[config.mk]
export PLATFORM = sky130hd
export DESIGN_NAME = hmac_seq
export DESIGN_NICKNAME = d
export VERILOG_FILES = /design/src/rtl/hmac_seq_pkg.sv /design/src/rtl/hmac_blk_buf.sv /design/src/rtl/hmac_trunc.sv /design/src/rtl/hmac_seq.sv
export SDC_FILE = /design/constraint.sdc
export NUM_CORES = 2
export LEC_CHECK = 0
export BUFFER_PORTS_ARGS = -buffer_cell sky130_fd_sc_hd__buf_2
export CORE_AREA = 2 2 399 401
export CTS_CLUSTER_SIZE = 28
export DETAILED_ROUTE_END_ITERATION = 10
export DIE_AREA = 0 0 401 403
export PLACE_DENSITY = 0.7
export SYNTH_ARGS = -nofsm -noshare
export SYNTH_HDL_FRONTEND = slang
export SYNTH_SLANG_ARGS = --single-unit
[constraint.sdc]
create_clock -name clk -period 6 [get_ports clk]
set_clock_uncertainty 0.05 [all_clocks]
set_input_delay 0.3 -clock clk [delete_from_list [all_inputs] [get_ports clk]]
set_output_delay 0.3 -clock clk [all_outputs]
set_load 0.1 [all_outputs]
[src/rtl/hmac_seq_pkg.sv]
// Package: shared sizes, constants and state encodings for the sequencer.
// Assumes a 512-bit block, a 160-bit digest and 32-bit input words.
package hmac_seq_pkg;
    localparam int WORD_W    = 32;
    localparam int BLK_WORDS = 16;
    localparam int BLK_W     = WORD_W * BLK_WORDS;
    localparam int DIG_WORDS = 5;
    localparam int DIG_W     = WORD_W * DIG_WORDS;
    localparam int DIG_BYTES = DIG_W / 8;
    localparam int LEN_W     = 2 * WORD_W;
    localparam int CNT_W     = $clog2(BLK_WORDS + 1);
    localparam int IDX_W     = $clog2(BLK_WORDS);
    localparam int TB_W      = $clog2(DIG_BYTES + 1);

    localparam logic [DIG_W-1:0] HASH_IV =
        {32'h67452301, 32'hEFCDAB89, 32'h98BADCFE, 32'h10325476, 32'hC3D2E1F0};
    localparam logic [7:0]        IPAD_BYTE = 8'h36;
    localparam logic [7:0]        OPAD_BYTE = 8'h5C;
    localparam logic [WORD_W-1:0] MARK_WORD = 32'h8000_0000;

    typedef enum logic [3:0] {
        ST_IDLE, ST_KEY, ST_KEND, ST_IPAD, ST_MSG,
        ST_PAD, ST_PAD2, ST_CMP, ST_FIN, ST_OUTER
    } seq_st_t;

    typedef enum logic [1:0] {STR_KEY, STR_INNER, STR_OUTER} stream_t;
endpackage

[src/rtl/hmac_blk_buf.sv]
// Block buffer: holds one 512-bit compression block.
// Supports a whole-block load, a clear, a single-word write and a write of the
// length field into the two lowest words. Word 0 occupies the top bits.
// Assumes the controller never loads and writes a word in the same cycle.
module hmac_blk_buf
    import hmac_seq_pkg::*;
(
    input  logic              clk,
    input  logic              rst_n,
    input  logic              clr,
    input  logic              wr_en,
    input  logic [IDX_W-1:0]  wr_idx,
    input  logic [WORD_W-1:0] wr_data,
    input  logic              len_en,
    input  logic [LEN_W-1:0]  len_val,
    input  logic              ld_en,
    input  logic [BLK_W-1:0]  ld_data,
    output logic [BLK_W-1:0]  blk
);
    // Update the block: load has priority, then clear, then word and length writes.
    always_ff @(posedge clk) begin
        if (!rst_n) begin
            blk <= '0;
        end else if (ld_en) begin
            blk <= ld_data;
        end else if (clr) begin
            blk <= '0;
        end else begin
            if (wr_en)  blk[BLK_W-1-WORD_W*wr_idx -: WORD_W] <= wr_data;
            if (len_en) blk[LEN_W-1:0] <= len_val;
        end
    end

    // each block is built from one source at a time
    a_r1_single_source: assert property (@(posedge clk) disable iff (!rst_n)
        !(ld_en && (wr_en || len_en)));
endmodule

[src/rtl/hmac_trunc.sv]
// Truncation: keeps the leading nbytes bytes of the digest and zeroes the rest.
// Assumes nbytes is already clamped to the range 1..20.
module hmac_trunc
    import hmac_seq_pkg::*;
(
    input  logic [DIG_W-1:0] full,
    input  logic [TB_W-1:0]  nbytes,
    output logic [DIG_W-1:0] mac
);
    // One mask stage per output byte.
    for (genvar b = 0; b < DIG_BYTES; b++) begin : g_byte
        assign mac[DIG_W-1-8*b -: 8] =
            (nbytes > TB_W'(b)) ? full[DIG_W-1-8*b -: 8] : 8'h00;
    end
endmodule

[src/rtl/hmac_seq.sv]
// Keyed two-pass hash sequencer: normalises the key, then drives an external
// compression engine through the inner pass and the outer pass, doing the
// padding itself, and truncates the outer digest.
// A full block is compressed only when more data arrives or the stream ends.
// Assumes the engine holds eng_ack high for a single cycle per request.
module hmac_seq
    import hmac_seq_pkg::*;
(
    input  logic              clk,
    input  logic              rst_n,
    input  logic              start,
    input  logic [TB_W-1:0]   mac_bytes,
    input  logic              in_valid,
    output logic              in_ready,
    input  logic [WORD_W-1:0] in_data,
    input  logic              in_last,
    output logic              eng_req,
    output logic [BLK_W-1:0]  eng_blk,
    output logic [DIG_W-1:0]  eng_hin,
    input  logic              eng_ack,
    input  logic [DIG_W-1:0]  eng_hout,
    output logic              busy,
    output logic              done,
    output logic [DIG_W-1:0]  mac_out
);
    localparam logic [BLK_W-1:0] IPAD_BLK = {(BLK_W/8){IPAD_BYTE}};
    localparam logic [BLK_W-1:0] OPAD_BLK = {(BLK_W/8){OPAD_BYTE}};
    localparam int               TAIL_W   = BLK_W - DIG_W;

    seq_st_t           state, ret_st;
    stream_t           stream;
    logic [CNT_W-1:0]  cnt;
    logic [LEN_W-1:0]  bitlen;
    logic [DIG_W-1:0]  chain, inner_dg, mac_q;
    logic [BLK_W-1:0]  k0, blk;
    logic [TB_W-1:0]   tlen;
    logic              keyhashed, done_q;

    logic              b_clr, b_wr, b_len, b_ld;
    logic [WORD_W-1:0] b_wdata;
    logic [BLK_W-1:0]  b_ld_data;
    logic              blk_full;

    assign blk_full = (cnt == CNT_W'(BLK_WORDS));
    assign busy     = (state != ST_IDLE);
    assign done     = done_q;
    assign in_ready = ((state == ST_KEY) || (state == ST_MSG)) && !blk_full;
    assign eng_req  = (state == ST_CMP);
    assign eng_blk  = blk;
    assign eng_hin  = chain;

    // Choose this cycle's buffer operation from the state.
    always_comb begin
        b_clr = 1'b0; b_wr = 1'b0; b_len = 1'b0; b_ld = 1'b0;
        b_wdata = in_data; b_ld_data = '0;
        case (state)
            ST_IDLE:        b_clr = start;
            ST_KEY, ST_MSG: b_wr  = in_valid && !blk_full;
            ST_IPAD: begin b_ld = 1'b1; b_ld_data = k0 ^ IPAD_BLK; end
            ST_PAD:  begin b_wr = !blk_full; b_wdata = MARK_WORD; end
            ST_PAD2:        b_len = (cnt <= CNT_W'(BLK_WORDS - 2));
            ST_CMP:         b_clr = eng_ack;
            ST_FIN: if (stream == STR_INNER) begin
                b_ld = 1'b1; b_ld_data = k0 ^ OPAD_BLK;
            end
            ST_OUTER: begin b_ld = 1'b1; b_ld_data = {inner_dg, {TAIL_W{1'b0}}}; end
            default: ;
        endcase
    end

    hmac_blk_buf u_buf (
        .clk(clk), .rst_n(rst_n), .clr(b_clr),
        .wr_en(b_wr), .wr_idx(cnt[IDX_W-1:0]), .wr_data(b_wdata),
        .len_en(b_len), .len_val(bitlen),
        .ld_en(b_ld), .ld_data(b_ld_data), .blk(blk)
    );

    hmac_trunc u_trunc (.full(mac_q), .nbytes(tlen), .mac(mac_out));

    // Sequence the passes: key intake, inner pass, outer pass, padding, result.
    always_ff @(posedge clk) begin
        if (!rst_n) begin
            state <= ST_IDLE; ret_st <= ST_IDLE; stream <= STR_KEY;
            cnt <= '0; bitlen <= '0; chain <= '0; inner_dg <= '0;
            mac_q <= '0; k0 <= '0; tlen <= TB_W'(1); keyhashed <= 1'b0;
            done_q <= 1'b0;
        end else begin
            case (state)
                ST_IDLE: if (start) begin
                    state <= ST_KEY; stream <= STR_KEY; cnt <= '0;
                    bitlen <= '0; chain <= HASH_IV; keyhashed <= 1'b0;
                    done_q <= 1'b0;
                    tlen <= (mac_bytes == '0) ? TB_W'(1) :
                            (mac_bytes > TB_W'(DIG_BYTES)) ? TB_W'(DIG_BYTES) : mac_bytes;
                end
                ST_KEY, ST_MSG: if (in_valid) begin
                    if (blk_full) begin
                        ret_st <= state; state <= ST_CMP;
                        if (state == ST_KEY) keyhashed <= 1'b1;
                    end else begin
                        cnt    <= cnt + 1'b1;
                        bitlen <= bitlen + LEN_W'(WORD_W);
                        if (in_last) state <= (state == ST_KEY) ? ST_KEND : ST_PAD;
                    end
                end
                ST_KEND: if (keyhashed) state <= ST_PAD;
                         else begin k0 <= blk; state <= ST_IPAD; end
                ST_IPAD: begin
                    chain <= HASH_IV; bitlen <= LEN_W'(BLK_W);
                    stream <= STR_INNER; ret_st <= ST_MSG; state <= ST_CMP;
                end
                ST_PAD: if (blk_full) begin ret_st <= ST_PAD; state <= ST_CMP; end
                        else begin cnt <= cnt + 1'b1; state <= ST_PAD2; end
                ST_PAD2: begin
                    ret_st <= (cnt > CNT_W'(BLK_WORDS - 2)) ? ST_PAD2 : ST_FIN;
                    state  <= ST_CMP;
                end
                ST_CMP: if (eng_ack) begin
                    chain <= eng_hout; cnt <= '0; state <= ret_st;
                end
                ST_FIN: case (stream)
                    STR_KEY:   begin k0 <= {chain, {TAIL_W{1'b0}}}; state <= ST_IPAD; end
                    STR_INNER: begin
                        inner_dg <= chain; chain <= HASH_IV;
                        ret_st <= ST_OUTER; state <= ST_CMP;
                    end
                    default:   begin mac_q <= chain; done_q <= 1'b1; state <= ST_IDLE; end
                endcase
                ST_OUTER: begin
                    cnt <= CNT_W'(DIG_WORDS); bitlen <= LEN_W'(BLK_W + DIG_W);
                    stream <= STR_OUTER; state <= ST_PAD;
                end
                default: state <= ST_IDLE;
            endcase
        end
    end

    // a pending request keeps its block and chaining value
    a_r5_req_hold: assert property (@(posedge clk) disable iff (!rst_n)
        eng_req && !eng_ack |=> eng_req && $stable(eng_blk) && $stable(eng_hin));
    // words are only offered acceptance during an operation
    a_r4_ready_in_op: assert property (@(posedge clk) disable iff (!rst_n)
        in_ready |-> busy);
    // result flag and activity never overlap
    a_r7_done_excl: assert property (@(posedge clk) disable iff (!rst_n)
        !(done && busy));
    // the code holds while the result stays valid
    a_r7_mac_hold: assert property (@(posedge clk) disable iff (!rst_n)
        done && $past(done) |-> $stable(mac_out));
    // the truncation length cannot change mid-operation
    a_r8_len_frozen: assert property (@(posedge clk) disable iff (!rst_n)
        busy && $past(busy) |-> $stable(tlen));
    // the fill count never passes one block
    a_r9_cnt_bound: assert property (@(posedge clk) disable iff (!rst_n)
        cnt <= CNT_W'(BLK_WORDS));
endmodule

==> impl_metrics.env <==
export IMPL_status="completed"
export IMPL_ys_warn_count=0
export IMPL_cap_violations=0
export IMPL_finalSetupViolations=0
export IMPL_syn_num_nets=8685
export IMPL_synth_edf_count=0
export IMPL_cts_tree="yes"
export IMPL_routedWlPerCell_um=27.27
export IMPL_grt_pass1_wl_um=443500
export IMPL_dr_pass1_iters=10
export IMPL_finalMaxSlewViolations=0
export IMPL_layout_cells_non_filler=11370
export IMPL_cp_max_fo=41
export IMPL_start_util_pct=42.56
export IMPL_worstPathRequired_ns=6.73
export IMPL_setup_tns_ns=0
export IMPL_fillers=14780
export IMPL_ant_nets=0
export IMPL_yosysSeqAreaShare_pct=47.34
export IMPL_fmax_mhz=196.3
export IMPL_hpwl_um=199400
export IMPL_cts_inserted_buffers=171
export IMPL_hold_path_class="in -> reg"
export IMPL_synth_top_flop_cell="dfxtp_1"
export IMPL_drt_total_wl_um=310100
export IMPL_vias=71200
export IMPL_netlist_instances=8475
export IMPL_p_per_area_mw_per_mm2=568.7
export IMPL_avgViaCountPerCell=6.261
export IMPL_path_class="reg -> reg"
export IMPL_gp_congestion=0.9442
export IMPL_core_area_sq_mm=0.1575
export IMPL_clockBufferDepth=3
export IMPL_hold_viol=0
export IMPL_clk_latency_ns=0.82
export IMPL_cts_sinks=1585
export IMPL_crit_path_end_kind="flop"
export IMPL_die_w_um=401
export IMPL_clkSlewWorstSetupHoldPaths_ns=0.07
export IMPL_rsz0062_at_grt="no"
export IMPL_tightest_slew_ns=1.482
export IMPL_post_cts_setup_buffers=0
export IMPL_htreeDepth=4
export IMPL_grt_overflow_total=0
export IMPL_syn_to_final_growth_pct=20.38
export IMPL_final_util_pct=51.24
export IMPL_dieArea_sq_mm=0.1616
export IMPL_dp_cells=10840
export IMPL_async_flop_share_pct=0
export IMPL_root_buffer="clkbuf_16"
export IMPL_register_area_sq_mm=0.03173
export IMPL_grt_max_degree=213
export IMPL_syn_cell_area_sq_mm=0.06702
export IMPL_timing_final_crit_share_pct=84.90
export IMPL_multiInputGateArea_sq_mm=0.03211
export IMPL_die_h_um=403
export IMPL_ys_types=81
export IMPL_rows=146
export IMPL_synth_seq_cells=1585
export IMPL_slew_headroom_pct=1.202
export IMPL_drive_above_1_share_pct=17.96
export IMPL_num_nets_final=9349
export IMPL_io_buffers=1038
export IMPL_syn_avg_cell_area_sq_um=7.908
export IMPL_route_detailed_drc=0
export IMPL_p_leak_nw=29.69
export IMPL_grt_pass1_vias=64750
export IMPL_initialDrtViolationCount=9812
export IMPL_crit_path_start_kind="flop"
export IMPL_ir_drop_v=0.0004604
export IMPL_grt_util_all_layers_pct=36.26
export IMPL_fin_crit_ns=5.094
export IMPL_arrival_ns=5.82
export IMPL_antenna_found_initial=29
export IMPL_ioPinCount=1039
[per-layer routing]
layer / wire (um) / up-vias / GRT usage, %
li1: - / 31390 / -
met1: 121800 / 34310 / 48.13
met2: 128900 / 4621 / 51.74
met3: 38210 / 877 / 10.44
met4: 21110 / 2 / 22.24
met5: 13 / - / 0
[worst max-delay path: stages, from the launching register on]
cell           delay (ns)
dfxtp_1              0.62
nand4b_1             0.31
buf_4                0.59
clkinv_2             0.84
a22oi_2              0.43
buf_4                0.38
and4_1               0.74
nand3_1              0.14
a31oi_1              0.20
dlygate4sd3_1        0.57
[final timing paths]
path	slack [ns]	depth (start not counted)	startpoint	endpoint
setup / recovery	0.91	9	state[1]	u_buf.blk[301]
hold / removal	0.07	5	in_valid	keyhashed
setup reg to reg	0.91	9	state[1]	u_buf.blk[301]
hold reg to reg	0.40	2	mac_q[130]	mac_q[130]
[synth_stat cells (6+ instances only)]
| master | instances | area share (%) |
|---|---|---|
| or3_1 | 35 | 0.33 |
| o2bb2ai_1 | 6 | 0.078 |
| nor2b_1 | 95 | 0.89 |
| a221o_1 | 14 | 0.21 |
| clkbuf_1 | 728 | 4.1 |
| a22o_1 | 15 | 0.20 |
| nand2_1 | 1694 | 9.5 |
| nor3_1 | 15 | 0.11 |
| a31oi_1 | 112 | 1.0 |
| o22a_1 | 49 | 0.64 |
| buf_1 | 33 | 0.18 |
| o21a_1 | 36 | 0.40 |
| a311o_1 | 14 | 0.21 |
| o211a_1 | 19 | 0.28 |
| and3_1 | 10 | 0.093 |
| o221a_2 | 178 | 3.0 |
| o31ai_1 | 15 | 0.17 |
| a221oi_1 | 85 | 1.1 |
| or4_1 | 24 | 0.27 |
| a32oi_1 | 14 | 0.18 |
| a2bb2oi_1 | 46 | 0.60 |
| dfxtp_1 | 1585 | 47 |
| o221ai_1 | 9 | 0.12 |
| ha_1 | 7 | 0.13 |
| inv_1 | 21 | 0.12 |
| buf_2 | 82 | 0.61 |
| xnor2_1 | 20 | 0.26 |
| a211oi_1 | 95 | 1.1 |
| nand3_1 | 521 | 3.9 |
| o211ai_1 | 16 | 0.18 |
| o21ai_0 | 663 | 5.0 |
| and4_1 | 14 | 0.18 |
| a21oi_1 | 1130 | 8.4 |
| a21o_1 | 23 | 0.26 |
| nor2_1 | 569 | 3.2 |
| a311oi_1 | 161 | 2.1 |
| a22oi_1 | 73 | 0.82 |
| or3b_2 | 11 | 0.14 |
| a2111oi_0 | 8 | 0.10 |
| and2_1 | 93 | 0.87 |
| nor4_1 | 11 | 0.10 |
| nand4_1 | 45 | 0.42 |
[layout make-up]
type	count	share of cell area, %
diodes	18	0.05583
clock buffers	249	6.166
clock inverters	67	1.065
inverters	21	0.1086
multi-input cells	6020	39.80
flip-flops and latches	1585	39.33
well taps	2072	3.213
repair buffers	1340	10.26
[where the power goes]
part	total, W	switching [W]	internal, W	leakage [nW]
sequential	0.0145	0.00211	0.0124	12.9
combinational	0.0204	0.0172	0.00319	13.9
clock	0.0110	0.00471	0.00629	2.86
total	0.0459	0.0240	0.0219	29.7
[flip-flops by register name, summed over array words and instances (netlist names), 4 cells and up]
| register | flops |
|---|---|
| eng_hin | 160 |
| bitlen | 59 |
| mac_q | 160 |
| cnt | 5 |
| inner_dg | 160 |
| tlen | 5 |
| state | 4 |
| ret_st | 4 |
| k0 | 512 |
| u_buf.blk | 512 |
[cells by family (layout without fill, tap and decap cells)]
kind of cell / Yosys count / in the layout / share of synthesized area (%)
other: 0 / 18 / 0
adders and majority gates: 8 / 8 / 0.1456
xor gates and xnor gates: 21 / 21 / 0.2856
and+or+nand+nor: 3172 / 3172 / 20.42
muxes: 5 / 5 / 0.07468
AOI/OAI and AO/OA: 2814 / 2814 / 26.65
DFF: 1585 / 1585 / 47.34
buffers and inverters: 870 / 1677 / 5.076
[stage by stage]
step	power, W	hold WS (ns)	instance area (sq um)	setup WS, ns
final	0.04588	0.06941	80680	0.9062
after global routing	0.04706	0.04344	80630	0.8325
after CTS	0.04555	0.009435	80630	1.122
after detailed placement	0.03459	0.3917	72840	1.359
after global placement	0.03430	0.3846	72840	1.406
after floorplan	0.02923	0.3713	67020	3.165
[layout by cell type, fill, tap and decap left out, types with 112 or more instances in the layout]
| cell type | instances |
|---|---|
| a21oi_1 | 1129 |
| a311oi_1 | 161 |
| a31oi_1 | 112 |
| buf_2 | 1037 |
| clkbuf_16 | 173 |
| dfxtp_1 | 1585 |
| dlygate4sd3_1 | 196 |
| nand2_1 | 1690 |
| nand3_1 | 521 |
| nor2_1 | 565 |
| o21ai_0 | 662 |
| o221a_2 | 178 |
[what timing repair did]
action                                  4_1_cts  5_1_grt
endpoints found under the setup margin        0        0
resized for setup                             0        0
hold endpoints to repair                    308        0
hold buffers                                196        0
No activity file was read; power rests on OpenSTA's default activity.
